==> src/rtl/fsd_pkg.sv <==
package fsd_pkg;

  typedef enum logic {RATE_SLOW = 1'b0, RATE_FAST = 1'b1} rate_e;

  // Frame index that follows cur: 0 on a forced restart or past the last index.
  function automatic int unsigned next_index(input int unsigned cur,
                                             input int unsigned last,
                                             input logic        restart);
    if (restart || cur >= last) return 0;
    return cur + 1;
  endfunction

  // Last frame index of the video sequence for a given rate.
  function automatic int unsigned vid_last_index(input rate_e       rate,
                                                 input int unsigned slow_n,
                                                 input int unsigned fast_n);
    return (rate == RATE_FAST) ? fast_n - 1 : slow_n - 1;
  endfunction

endpackage

==> src/rtl/fsd_sync.sv <==
module fsd_sync #(
  parameter int STAGES = 2
) (
  input  logic clk,
  input  logic rst_n,
  input  logic async_in,
  input  logic line1_stb,
  output logic rs_now,
  output logic pending,
  output logic apply
);

  logic [STAGES-1:0] chain;

  for (genvar g = 0; g < STAGES; g++) begin : g_stage
    if (g == 0) begin : g_first
      always_ff @(posedge clk) begin
        if (!rst_n) chain[g] <= 1'b0;
        else        chain[g] <= async_in;
      end
    end else begin : g_next
      always_ff @(posedge clk) begin
        if (!rst_n) chain[g] <= 1'b0;
        else        chain[g] <= chain[g-1];
      end
    end
  end

  assign rs_now = chain[STAGES-1];
  assign apply  = line1_stb & (pending | rs_now);

  always_ff @(posedge clk) begin
    if (!rst_n)         pending <= 1'b0;
    else if (line1_stb) pending <= 1'b0;
    else if (rs_now)    pending <= 1'b1;
  end

  // a request is consumed at every strobe
  p_pend_clear_r12: assert property (@(posedge clk) disable iff (!rst_n)
    $past(line1_stb) |-> !pending);

  // a pending request only appears from the synchronised level
  p_pend_src_r5: assert property (@(posedge clk) disable iff (!rst_n)
    $rose(pending) |-> $past(rs_now));

endmodule

==> src/rtl/fsd_div.sv <==
module fsd_div #(
  parameter int W = 4
) (
  input  logic         clk,
  input  logic         rst_n,
  input  logic         stb,
  input  logic         restart,
  input  logic [W-1:0] last,
  output logic [W-1:0] cnt,
  output logic         mark
);

  logic [W-1:0] nxt;
  logic         wrap_now;

  always_comb begin
    nxt      = W'(fsd_pkg::next_index(32'(cnt), 32'(last), restart));
    wrap_now = stb && (nxt == '0);
  end

  always_ff @(posedge clk) begin
    if (!rst_n) begin
      cnt  <= '0;
      mark <= 1'b0;
    end else begin
      if (stb) cnt <= nxt;
      mark <= wrap_now;
    end
  end

  // the counter moves only on a line-1 strobe
  p_hold_r10: assert property (@(posedge clk) disable iff (!rst_n)
    !$past(stb) |-> $stable(cnt));

  // a marker follows a strobe by one clock
  p_mark_after_stb_r11: assert property (@(posedge clk) disable iff (!rst_n)
    mark |-> $past(stb));

  // a forced restart lands on index 0 with a marker
  p_restart_zero_r5: assert property (@(posedge clk) disable iff (!rst_n)
    $past(stb && restart) |-> (cnt == '0) && mark);

endmodule

==> src/rtl/frame_seq_divider.sv <==
module frame_seq_divider #(
  parameter int SLOW_FRAMES = 5,
  parameter int FAST_FRAMES = 10,
  parameter int AUD_W       = 4,
  parameter int SYNC_STAGES = 2
) (
  input  logic             clk,
  input  logic             rst_n,
  input  logic             line1_stb,
  input  logic             rate_fast,
  input  logic             resync_in,
  input  logic             resync_aud_en,
  input  logic [AUD_W-1:0] aud_len_m1,
  output logic             vid_seq_mark,
  output logic             aud_seq_mark,
  output logic             aud_phase_rst
);
  import fsd_pkg::*;

  localparam int VID_W = $clog2(FAST_FRAMES);

  rate_e            rate_q;
  rate_e            rate_in;
  logic             rate_chg;
  logic [VID_W-1:0] vid_last;
  logic [VID_W-1:0] vid_cnt;
  logic [AUD_W-1:0] aud_cnt;
  logic             rs_now;
  logic             rs_pending;
  logic             rs_apply;
  logic             vid_restart;
  logic             aud_restart;

  fsd_sync #(.STAGES(SYNC_STAGES)) u_sync (
    .clk       (clk),
    .rst_n     (rst_n),
    .async_in  (resync_in),
    .line1_stb (line1_stb),
    .rs_now    (rs_now),
    .pending   (rs_pending),
    .apply     (rs_apply)
  );

  always_comb begin
    rate_in     = rate_e'(rate_fast);
    rate_chg    = line1_stb && (rate_in != rate_q);
    vid_last    = VID_W'(vid_last_index(rate_in, SLOW_FRAMES, FAST_FRAMES));
    vid_restart = rs_apply | rate_chg;
    aud_restart = rs_apply & resync_aud_en;
  end

  always_ff @(posedge clk) begin
    if (!rst_n) begin
      rate_q        <= RATE_SLOW;
      aud_phase_rst <= 1'b0;
    end else begin
      if (line1_stb) rate_q <= rate_in;
      aud_phase_rst <= rs_apply;
    end
  end

  fsd_div #(.W(VID_W)) u_vid_div (
    .clk     (clk),
    .rst_n   (rst_n),
    .stb     (line1_stb),
    .restart (vid_restart),
    .last    (vid_last),
    .cnt     (vid_cnt),
    .mark    (vid_seq_mark)
  );

  fsd_div #(.W(AUD_W)) u_aud_div (
    .clk     (clk),
    .rst_n   (rst_n),
    .stb     (line1_stb),
    .restart (aud_restart),
    .last    (aud_len_m1),
    .cnt     (aud_cnt),
    .mark    (aud_seq_mark)
  );

  // phase reset always accompanies a video marker
  p_phase_vid_r6: assert property (@(posedge clk) disable iff (!rst_n)
    aud_phase_rst |-> vid_seq_mark);

  // with the mask bit set, phase reset restarts the audio sequence too
  p_mask_aud_r7: assert property (@(posedge clk) disable iff (!rst_n)
    (aud_phase_rst && $past(resync_aud_en)) |-> (aud_seq_mark && aud_cnt == '0));

  // a rate change at the strobe reloads the video counter
  p_rate_reload_r4: assert property (@(posedge clk) disable iff (!rst_n)
    $past(line1_stb && (rate_fast != rate_q)) |-> (vid_seq_mark && vid_cnt == '0));

  // bound: the video index never exceeds the latched rate's last index
  p_vid_range_r3: assert property (@(posedge clk) disable iff (!rst_n)
    32'(vid_cnt) <= ((rate_q == RATE_FAST) ? FAST_FRAMES - 1 : SLOW_FRAMES - 1));

  // the sync output alone never produces a phase reset without a strobe
  p_phase_stb_r12: assert property (@(posedge clk) disable iff (!rst_n)
    aud_phase_rst |-> $past(line1_stb && (rs_pending || rs_now)));

endmodule

==> config.mk <==
export PLATFORM = sky130hd
export DESIGN_NAME = frame_seq_divider
export DESIGN_NICKNAME = d
export VERILOG_FILES = /design/src/rtl/fsd_pkg.sv /design/src/rtl/fsd_sync.sv /design/src/rtl/fsd_div.sv /design/src/rtl/frame_seq_divider.sv
export SDC_FILE = /design/constraint.sdc
export NUM_CORES = 1
export LEC_CHECK = 0
export BUFFER_PORTS_ARGS = -buffer_cell sky130_fd_sc_hd__buf_4
export CAP_MARGIN = 20
export CORE_MARGIN = 2
export CORE_UTILIZATION = 55
export CTS_BUF_LIST = sky130_fd_sc_hd__clkbuf_4 sky130_fd_sc_hd__clkbuf_8
export DETAILED_ROUTE_END_ITERATION = 6
export PLACE_DENSITY = 0.75
export SKIP_CTS_REPAIR_TIMING = 1
export SYNTH_ARGS = -nofsm -noshare
export SYNTH_HDL_FRONTEND = slang
export SYNTH_SLANG_ARGS = --single-unit
==> constraint.sdc <==
create_clock -name clk -period 4 [get_ports clk]
set_input_delay 0.2 -clock clk [delete_from_list [all_inputs] [get_ports clk]]
set_output_delay 0.2 -clock clk [all_outputs]
set_load 0.01 [all_outputs]
==> metrics.md, run 1 <==
| Metric | Value |
|---|---|
| Post-synthesis sequential area ratio | `between 30% and 40%` |
| Seq pwr share | `between 50% and 60%` |
| Largest family of logic cells by synthesized area | `simple AND/OR/NAND/NOR gates` |
| Worst skew pair latency | `around 280 ps` |
| Hold WC Path Type | `primary input to flip-flop` |
| Final GP Congestion | `0.784` |
| Critical Path Fanout Max | `4` |
| First-pass GRT wire length | `~3000 um` |
| Post-route DRC | `0` |
| Cell count after synthesis | `102` |
| Sw Share | `between 20% and 30%` |
| Post-place instance area | `between 900 and 1000 um^2` |
| Minimum clock period | `~1900 ps` |
| Critical path arrival | `2040 ps` |
| Hold depth | `2` |
| Antenna violations before repair | `0` |
| Routed Antenna Nets | `0` |
| Worst R2R End | `u_aud_div.mark` |
| Total number of yosys warnings | `0` |
| Outcome | `finished clean` |
| Top_reg_cell synth | `dfxtp_1` |
| H-tree levels | `1` |
| Top flop regs | `u_aud_div.cnt: 4 flops, u_vid_div.cnt: 4 flops` |
| Fin util | `between 60 and 70%` |
| Total GRT Usage | `20.8%` |
| Num ports | `13` |
| Clock buffer depth | `2` |
| Fmax | `~0.54 GHz` |
| DR iter-0 viols | `13` |
| Fin. max-slew vios | `0` |
| WL/cell | `13.5 um` |
| Clock Sinks | `15` |
| Tot Pwr | `slightly below 300 uW` |
| Asr flop ratio synth | `0%` |
| Max Cap Viol | `0` |
| WHS | `129 ps` |
| Pre-CTS setup slack | `about 2200 ps` |
| Top post-synthesis cells by area | `dfxtp_1 (34%), ha_1 (13%), nand3b_1 (5.9%), o21ai_0 (3.9%), nand2_1 (3.4%)` |
| Cell variety after synth | `35` |
| Commonest non-fill, non-tap cells in the layout | `dfxtp_1 (15), buf_4 (12), ha_1 (9), nand2_1 (8)` |
| Clk pwr share | `around 28%` |
| Die height | `44.3 um` |
| Syn avg cell area | `slightly below 9 um^2` |
| Combinational power share | `roughly 17%` |
| Post-synthesis compound-gate area fraction | `16.2%` |
| Synth Cell Area | `roughly 890 um^2` |
| Placed cells | `126` |
| Final hold vios | `0` |
| Mux share of post-synthesis cell area | `~1.1%` |
| Final HPWL DP | `about 1300 um` |
| Antenna cells | `0` |
| Via count | `793` |
| Core Region | `1520 um^2` |
| Setup TNS | `0 ps` |
| RSZ-0062 raised after global routing | `false` |
| EDFF count, synth | `0` |
| Post-Route WL | `1750 um` |
| Largest net degree at the start of global routing | `22` |
| Min-Delay Endpoint | `u_sync.chain[0]` |
| Flop2flop setup slack | `2150 ps` |
| Total grt overflow | `0` |
| Slew @ Worst Pin | `~410 ps` |
| Simple-gate share of the synthesized area | `a little under a third` |
| Via density per instance | `between 6 and 7` |
| Nets | `~130` |
| CP startpoint kind | `flip-flop` |
| Period utilization | `about 46%` |
| Psw | `just under 80 uW` |
| CTS tree | `yes` |
| PortBufs | `12` |
| Pleak | `0.445 nW` |
| Cell taking the most area after synthesis | `dfxtp_1` |
| Die Wd | `about 44 um` |
| Relative slew slack | `72.6%` |
| Area growth syn-to-layout | `13.6%` |
| Commonest non-fill, non-tap cell in the layout | `dfxtp_1` |
| Yosys reg bits | `15` |
| Post-Synth XOR/XNOR Area | `under 10%` |
| Clk slew on worst S/H paths | `~90 ps` |
| Layout cells sized above 1 | `about 17%` |
| DIE AREA | `a little under 2000 um^2` |
| Non-Filler Instances | `130` |
| Net Count, Synth | `~120` |
| Worst IR Drop VDD | `0.308 mV` |
| Drt first pass iters | `4` |
| Internal power component | `216 uW` |
| Root Driver | `clkbuf_4` |
| Skew final | `1.73 ps` |
| Setup violators final | `0` |
| Worst flop-to-flop path startpoint | `u_aud_div.cnt[0]` |
| Adder-cell share of the synthesized area | `about 13%` |
| Initial core utilization | `between 50% and 60%` |
| Critical Path RT | `~4200 ps` |
| CP endpoint kind | `flip-flop` |
| Critical path class | `flip-flop to flip-flop` |
| Std-Cell Rows | `14` |
| Fin area | `1020 um^2` |
| CTS buffer count | `3` |
| Share of the synthesized area in the top cell type | `33.6%` |
| Setup ws final | `about 2100 ps` |
| Power density cells | `290 nW/um^2` |
| Hold_sp | `resync_in` |
| Vias in the first global route | `708` |
| Worst reg2reg path depth | `6` |
-- cell type report --
type / instances / area (um^2)
clock buffer: 3 / 22.5
clock inverter: 1 / 5.00
fill: 132 / 508
inverter: 6 / 22.5
multi-input combinational: 77 / 556
sequential: 15 / 300
tap: 16 / 20.0
timing repair buffer: 12 / 90.1
-- Yosys cell counts, types with 4 or more instances --
cell,n
nand3b_1,7
nand2_1,8
dfxtp_1,15
o21ai_0,7
nor3_1,4
ha_1,9
nand3_1,5
inv_1,6
-- how the worst max path moves through the flow --
stage | startpoint | to | slack (ps) | cells after the start
after floorplan | u_aud_div.cnt[0] | u_aud_div.mark | 2400 | 6
after global placement | u_aud_div.cnt[0] | u_aud_div.mark | 2290 | 6
after detailed placement | u_aud_div.cnt[0] | u_aud_div.mark | 2210 | 6
after CTS | u_aud_div.cnt[0] | u_aud_div.mark | 2190 | 6
after global routing | u_aud_div.cnt[0] | u_aud_div.mark | 1970 | 6
final | u_aud_div.cnt[0] | u_aud_div.mark | 2150 | 6
-- metal layers --
| layer | track usage, % | part of all wire [%] | up-vias |
|---|---|---|---|
| li1 | - | - | 398 |
| met1 | 25.4 | 46 | 375 |
| met2 | 35.6 | 48 | 18 |
| met3 | 6.12 | 5.0 | 2 |
| met4 | 5.45 | 0.80 | 0 |
| met5 | 0 | 0 | - |
-- critical path, cell delays in order (launching register included) --
cell,delay (ps)
dfxtp_1,370
inv_1,90
ha_1,270
nand2b_1,140
a211oi_1,400
o21ai_0,250
o21ba_2,250
-- power by group through the flow --
stage / clock, mW / sequential (mW) / combinational [mW]
final: 0.0841 / 0.161 / 0.0500
after global routing: 0.0958 / 0.162 / 0.0567
after CTS: 0.0880 / 0.161 / 0.0500
after detailed placement: 0 / 0.165 / 0.0499
after global placement: 0 / 0.164 / 0.0479
after floorplan: 0 / 0.164 / 0.0325
-- cells by family after synthesis --
logic type	Yosys count
simple gates	45
compound gates	20
mux	1
fa+ha+maj	9
buf+inv	10
flops	15
xor+xnor	2
Note: power is estimated with default switching activity, not from simulation.
==> run 2, diff against run 1 <==
--- a/config.mk
+++ b/config.mk
@@ -5,13 +5,14 @@
 export SDC_FILE = /design/constraint.sdc
 export NUM_CORES = 1
 export LEC_CHECK = 0
+export ABC_AREA = 1
 export BUFFER_PORTS_ARGS = -buffer_cell sky130_fd_sc_hd__buf_4
 export CAP_MARGIN = 20
 export CORE_MARGIN = 2
 export CORE_UTILIZATION = 55
 export CTS_BUF_LIST = sky130_fd_sc_hd__clkbuf_4 sky130_fd_sc_hd__clkbuf_8
 export DETAILED_ROUTE_END_ITERATION = 6
-export PLACE_DENSITY = 0.75
+export PLACE_DENSITY = 0.76
 export SKIP_CTS_REPAIR_TIMING = 1
 export SYNTH_ARGS = -nofsm -noshare
 export SYNTH_HDL_FRONTEND = slang
==> constraint.sdc (replaced) <==
create_clock -name clk -period 1.9 [get_ports clk]
set_input_delay 0.095 -clock clk [delete_from_list [all_inputs] [get_ports clk]]
set_output_delay 0.095 -clock clk [all_outputs]
set_load 0.01 [all_outputs]
==> metrics.md, run 2 <==
| Metric | Value |
|---|---|
| Layout cells sized above 1 | `13.0% (was 16.7%)` |
| DIE AREA | `1860 um^2 (was 1970 um^2)` |
| Cell count after synthesis | `122 (was 102)` |
| Clock Sinks | `15 (unchanged)` |
| Initial core utilization | `57.4% (was 58.7%)` |
| Minimum clock period | `1410 ps (was 1850 ps)` |
| Post-Route WL | `1620 um (was 1750 um)` |
| Met1 GRT Util | `23.8% (was 25.4%)` |
| Most frequent cells after synthesis | `nand2_1 (29), inv_1 (28), dfxtp_1 (15) (was dfxtp_1 (15), ha_1 (9), nand2_1 (8))` |
| Critical Path RT | `2090 ps (was 4180 ps)` |
| Worst flop-to-flop path startpoint | `u_aud_div.cnt[0] (unchanged)` |
| Post-synthesis sequential area ratio | `35.6% (was 33.6%)` |
| Post-synthesis compound-gate area fraction | `7.70% (was 16.2%)` |
| Final hold vios | `0 (unchanged)` |
| CP endpoint kind | `flip-flop (unchanged)` |
| Cell variety after synth | `15 (was 35)` |
| Relative slew slack | `76.0% (was 72.6%)` |
| Gr busiest metal | `met2 (unchanged)` |
| Commonest non-fill, non-tap cell in the layout | `nand2_1 (was dfxtp_1)` |
| Power density cells | `643 nW/um^2 (was 290 nW/um^2)` |
| Die Wd | `43.2 um (was 44.3 um)` |
| Fillers | `128 (was 132)` |
| Worst skew pair latency | `280 ps (about the same)` |
| CP startpoint kind | `flip-flop (unchanged)` |
| Synth Cell Area | `845 um^2 (was 895 um^2)` |
| Fin. max-slew vios | `0 (unchanged)` |
| Yosys reg bits | `15 (unchanged)` |
| Most numerous cell in the Yosys netlist | `nand2_1 (was dfxtp_1)` |
| Nets | `158 (was 134)` |
| Clk slew on worst S/H paths | `90 ps (about the same)` |
| Period utilization | `74.2% (was 46.4%)` |
| Via density per instance | `5.17 (was 6.10)` |
| Total number of yosys warnings | `0 (unchanged)` |
| Outcome | `finished clean (unchanged)` |
| CTS buffer count | `3 (unchanged)` |
| Net Count, Synth | `141 (was 121)` |
| Critical Path Fanout Max | `5 (was 4)` |
| Adder-cell share of the synthesized area | `13.3% (was 12.6%)` |
| Cell taking the most area after synthesis | `dfxtp_1 (unchanged)` |
| Asr flop ratio synth | `0% (unchanged)` |
| WL/cell | `10.5 um (was 13.5 um)` |
| Largest net degree at the start of global routing | `12 (was 22)` |
| Routed Antenna Nets | `0 (unchanged)` |
| Max Cap Viol | `0 (unchanged)` |
| Share of the synthesized area in the top cell type | `35.6% (was 33.6%)` |
| Setup violators final | `0 (unchanged)` |
| CTS tree | `yes (unchanged)` |
| Commonest non-fill, non-tap cells in the layout | `nand2_1 (29), inv_1 (28), dfxtp_1 (15), nand3_1 (13), buf_4 (12) (was dfxtp_1 (15), buf_4 (12), ha_1 (9), nand2_1 (8))` |
| PortBufs | `12 (unchanged)` |
| WHS | `10.1 ps (was 129 ps)` |
| First-pass GRT wire length | `3000 um (was 2990 um)` |
| Clock buffer depth | `2 (unchanged)` |
| Hold WC Path Type | `primary input to flip-flop (unchanged)` |
| Worst setup startpoint | `u_aud_div.cnt[0] (unchanged)` |
| Skew final | `2.79 ps (was 1.73 ps)` |
| Drt first pass iters | `4 (unchanged)` |
| Top flop regs | `u_aud_div.cnt: 4 flops, u_vid_div.cnt: 4 flops (unchanged)` |
| Num ports | `13 (unchanged)` |
| Final GP Congestion | `0.906 (was 0.784)` |
| Critical path arrival | `1600 ps (was 2040 ps)` |
| Top post-synthesis cells by area | `dfxtp_1 (36%), ha_1 (13%), nand2_1 (13%), inv_1 (12%), nand3_1 (7.7%) (was dfxtp_1 (34%), ha_1 (13%), nand3b_1 (5.9%), o21ai_0 (3.9%), nand2_1 (3.4%))` |
| RSZ-0062 raised after global routing | `false (unchanged)` |
| Core Region | `1470 um^2 (was 1520 um^2)` |
| Area growth syn-to-layout | `16.9% (was 13.6%)` |
| Tot Pwr | `635 uW (was 295 uW)` |
| H-tree levels | `1 (unchanged)` |
| Flop2flop setup slack | `490 ps (was 2150 ps)` |
| Worst IR Drop VDD | `0.541 mV (was 0.308 mV)` |
| Worst R2R End | `u_aud_div.mark (unchanged)` |
| Fmax | `0.710 GHz (was 0.539 GHz)` |
| Largest family of logic cells by synthesized area | `simple AND/OR/NAND/NOR gates (unchanged)` |
| DR iter-0 viols | `29 (was 13)` |
| GRT met2 Usage | `36.7% (was 35.6%)` |
| Final HPWL DP | `1270 um (was 1330 um)` |
| Std-Cell Rows | `14 (unchanged)` |
| CP endpoint | `u_aud_div.mark (unchanged)` |
| Mux share of post-synthesis cell area | `0% (was 1.12%)` |
| Setup TNS | `0 ps (unchanged)` |
| Total GRT Usage | `21.4% (was 20.8%)` |
| EDFF count, synth | `0 (unchanged)` |
| Simple-gate share of the synthesized area | `28.3% (was 30.2%)` |
| Post-route DRC | `0 (unchanged)` |
| GR Util met3 | `5.53% (was 6.12%)` |
| Worst reg2reg path depth | `10 (was 6)` |
| Post-Synth XOR/XNOR Area | `2.07% (was 1.96%)` |
| Root Driver | `clkbuf_4 (unchanged)` |
| Syn avg cell area | `6.92 um^2 (was 8.77 um^2)` |
| Total grt overflow | `0 (unchanged)` |
| Die height | `43.2 um (was 44.3 um)` |
| Top_reg_cell synth | `dfxtp_1 (unchanged)` |
| Pleak | `0.556 nW (was 0.445 nW)` |
| Critical path class | `flip-flop to flip-flop (unchanged)` |
| Vias in the first global route | `773 (was 708)` |
| Via count | `796 (was 793)` |
| Slew @ Worst Pin | `359 ps (was 408 ps)` |
| Antenna cells | `0 (unchanged)` |
| Antenna violations before repair | `0 (unchanged)` |
==> run 2: cell types whose count changed after synthesis, sizes merged, moves of 3 or more <==
| cell | change |
|---|---|
| nor3 | -4 |
| clkbuf | -3 |
| nand2 | +21 |
| nor2 | +8 |
| inv | +22 |
| o21ai | -4 |
| nor4b | -3 |
| nor4 | -3 |
| nand3b | -7 |
| o22ai | +4 |
| nor2b | -3 |
| nand3 | +8 |
==> run 2: layer usage <==
metal	vias to the layer above	wire length, um
met3	4	62
met2	16	817
met4	0	27
li1	417	-
met1	359	716
met5	-	0
==> run 2: how the worst min path moves through the flow <==
stage                   start         endpoint  slack [ps]  cells past startpoint
global route            rst_n    u_sync.rs_now          20                      3
global placement    resync_in  u_sync.chain[0]         280                      3
detailed placement  resync_in  u_sync.chain[0]         280                      3
finish                  rst_n    u_sync.rs_now          10                      3
CTS                 resync_in  u_sync.chain[0]          -9                      3
floorplan               rst_n  u_sync.chain[0]         190                      2
==> run 2: critical path, stage by stage, from the launching register on <==
cell and delay [ps]:
dfxtp_1 380, inv_1 100, ha_1 270, inv_1 50
nand2_1 40, nand2_1 50, nand2_1 50, nand2_1 130
nand3_1 120, nand2_1 80, nor2_1 40
==> run 2: power breakdown <==
group,switching [mW],internal (mW)
combinational,0.0616,0.0499
sequential,0.0106,0.328
clock,0.106,0.0782
==> run 2: metrics by stage <==
stage / instance area [um^2] / utilization [%] / cells / setup WS, ps
final: 987 / 67.1 / 154 / 491
after CTS: 977 / 66.4 / 153 / 494
after detailed placement: 950 / 64.5 / 149 / 510
after global routing: 987 / 67.1 / 154 / 313
after global placement: 950 / 64.5 / 149 / 528
after floorplan: 845 / - / 122 / 645
==> run 2: logic make-up after synthesis <==
kind of cell,count (synthesis)
XOR/XNOR,2
flip-flops,15
AO/OA/AOI/OAI,11
buffers and inverters,29
adder cells (fa/ha/maj),9
AND/OR/NAND/NOR,56
==> run 2: area by class of cell <==
type | instances | area (um^2) | area share [%]
Multi-Input combinational cell | 78 | 434 | 44.0
Sequential cell | 15 | 300 | 30.4
Inverter | 28 | 105 | 10.6
Timing Repair Buffer | 13 | 100 | 10.1
Clock buffer | 3 | 22.5 | 2.28
Tap cell | 16 | 20.0 | 2.03
Clock inverter | 1 | 5.00 | 0.507
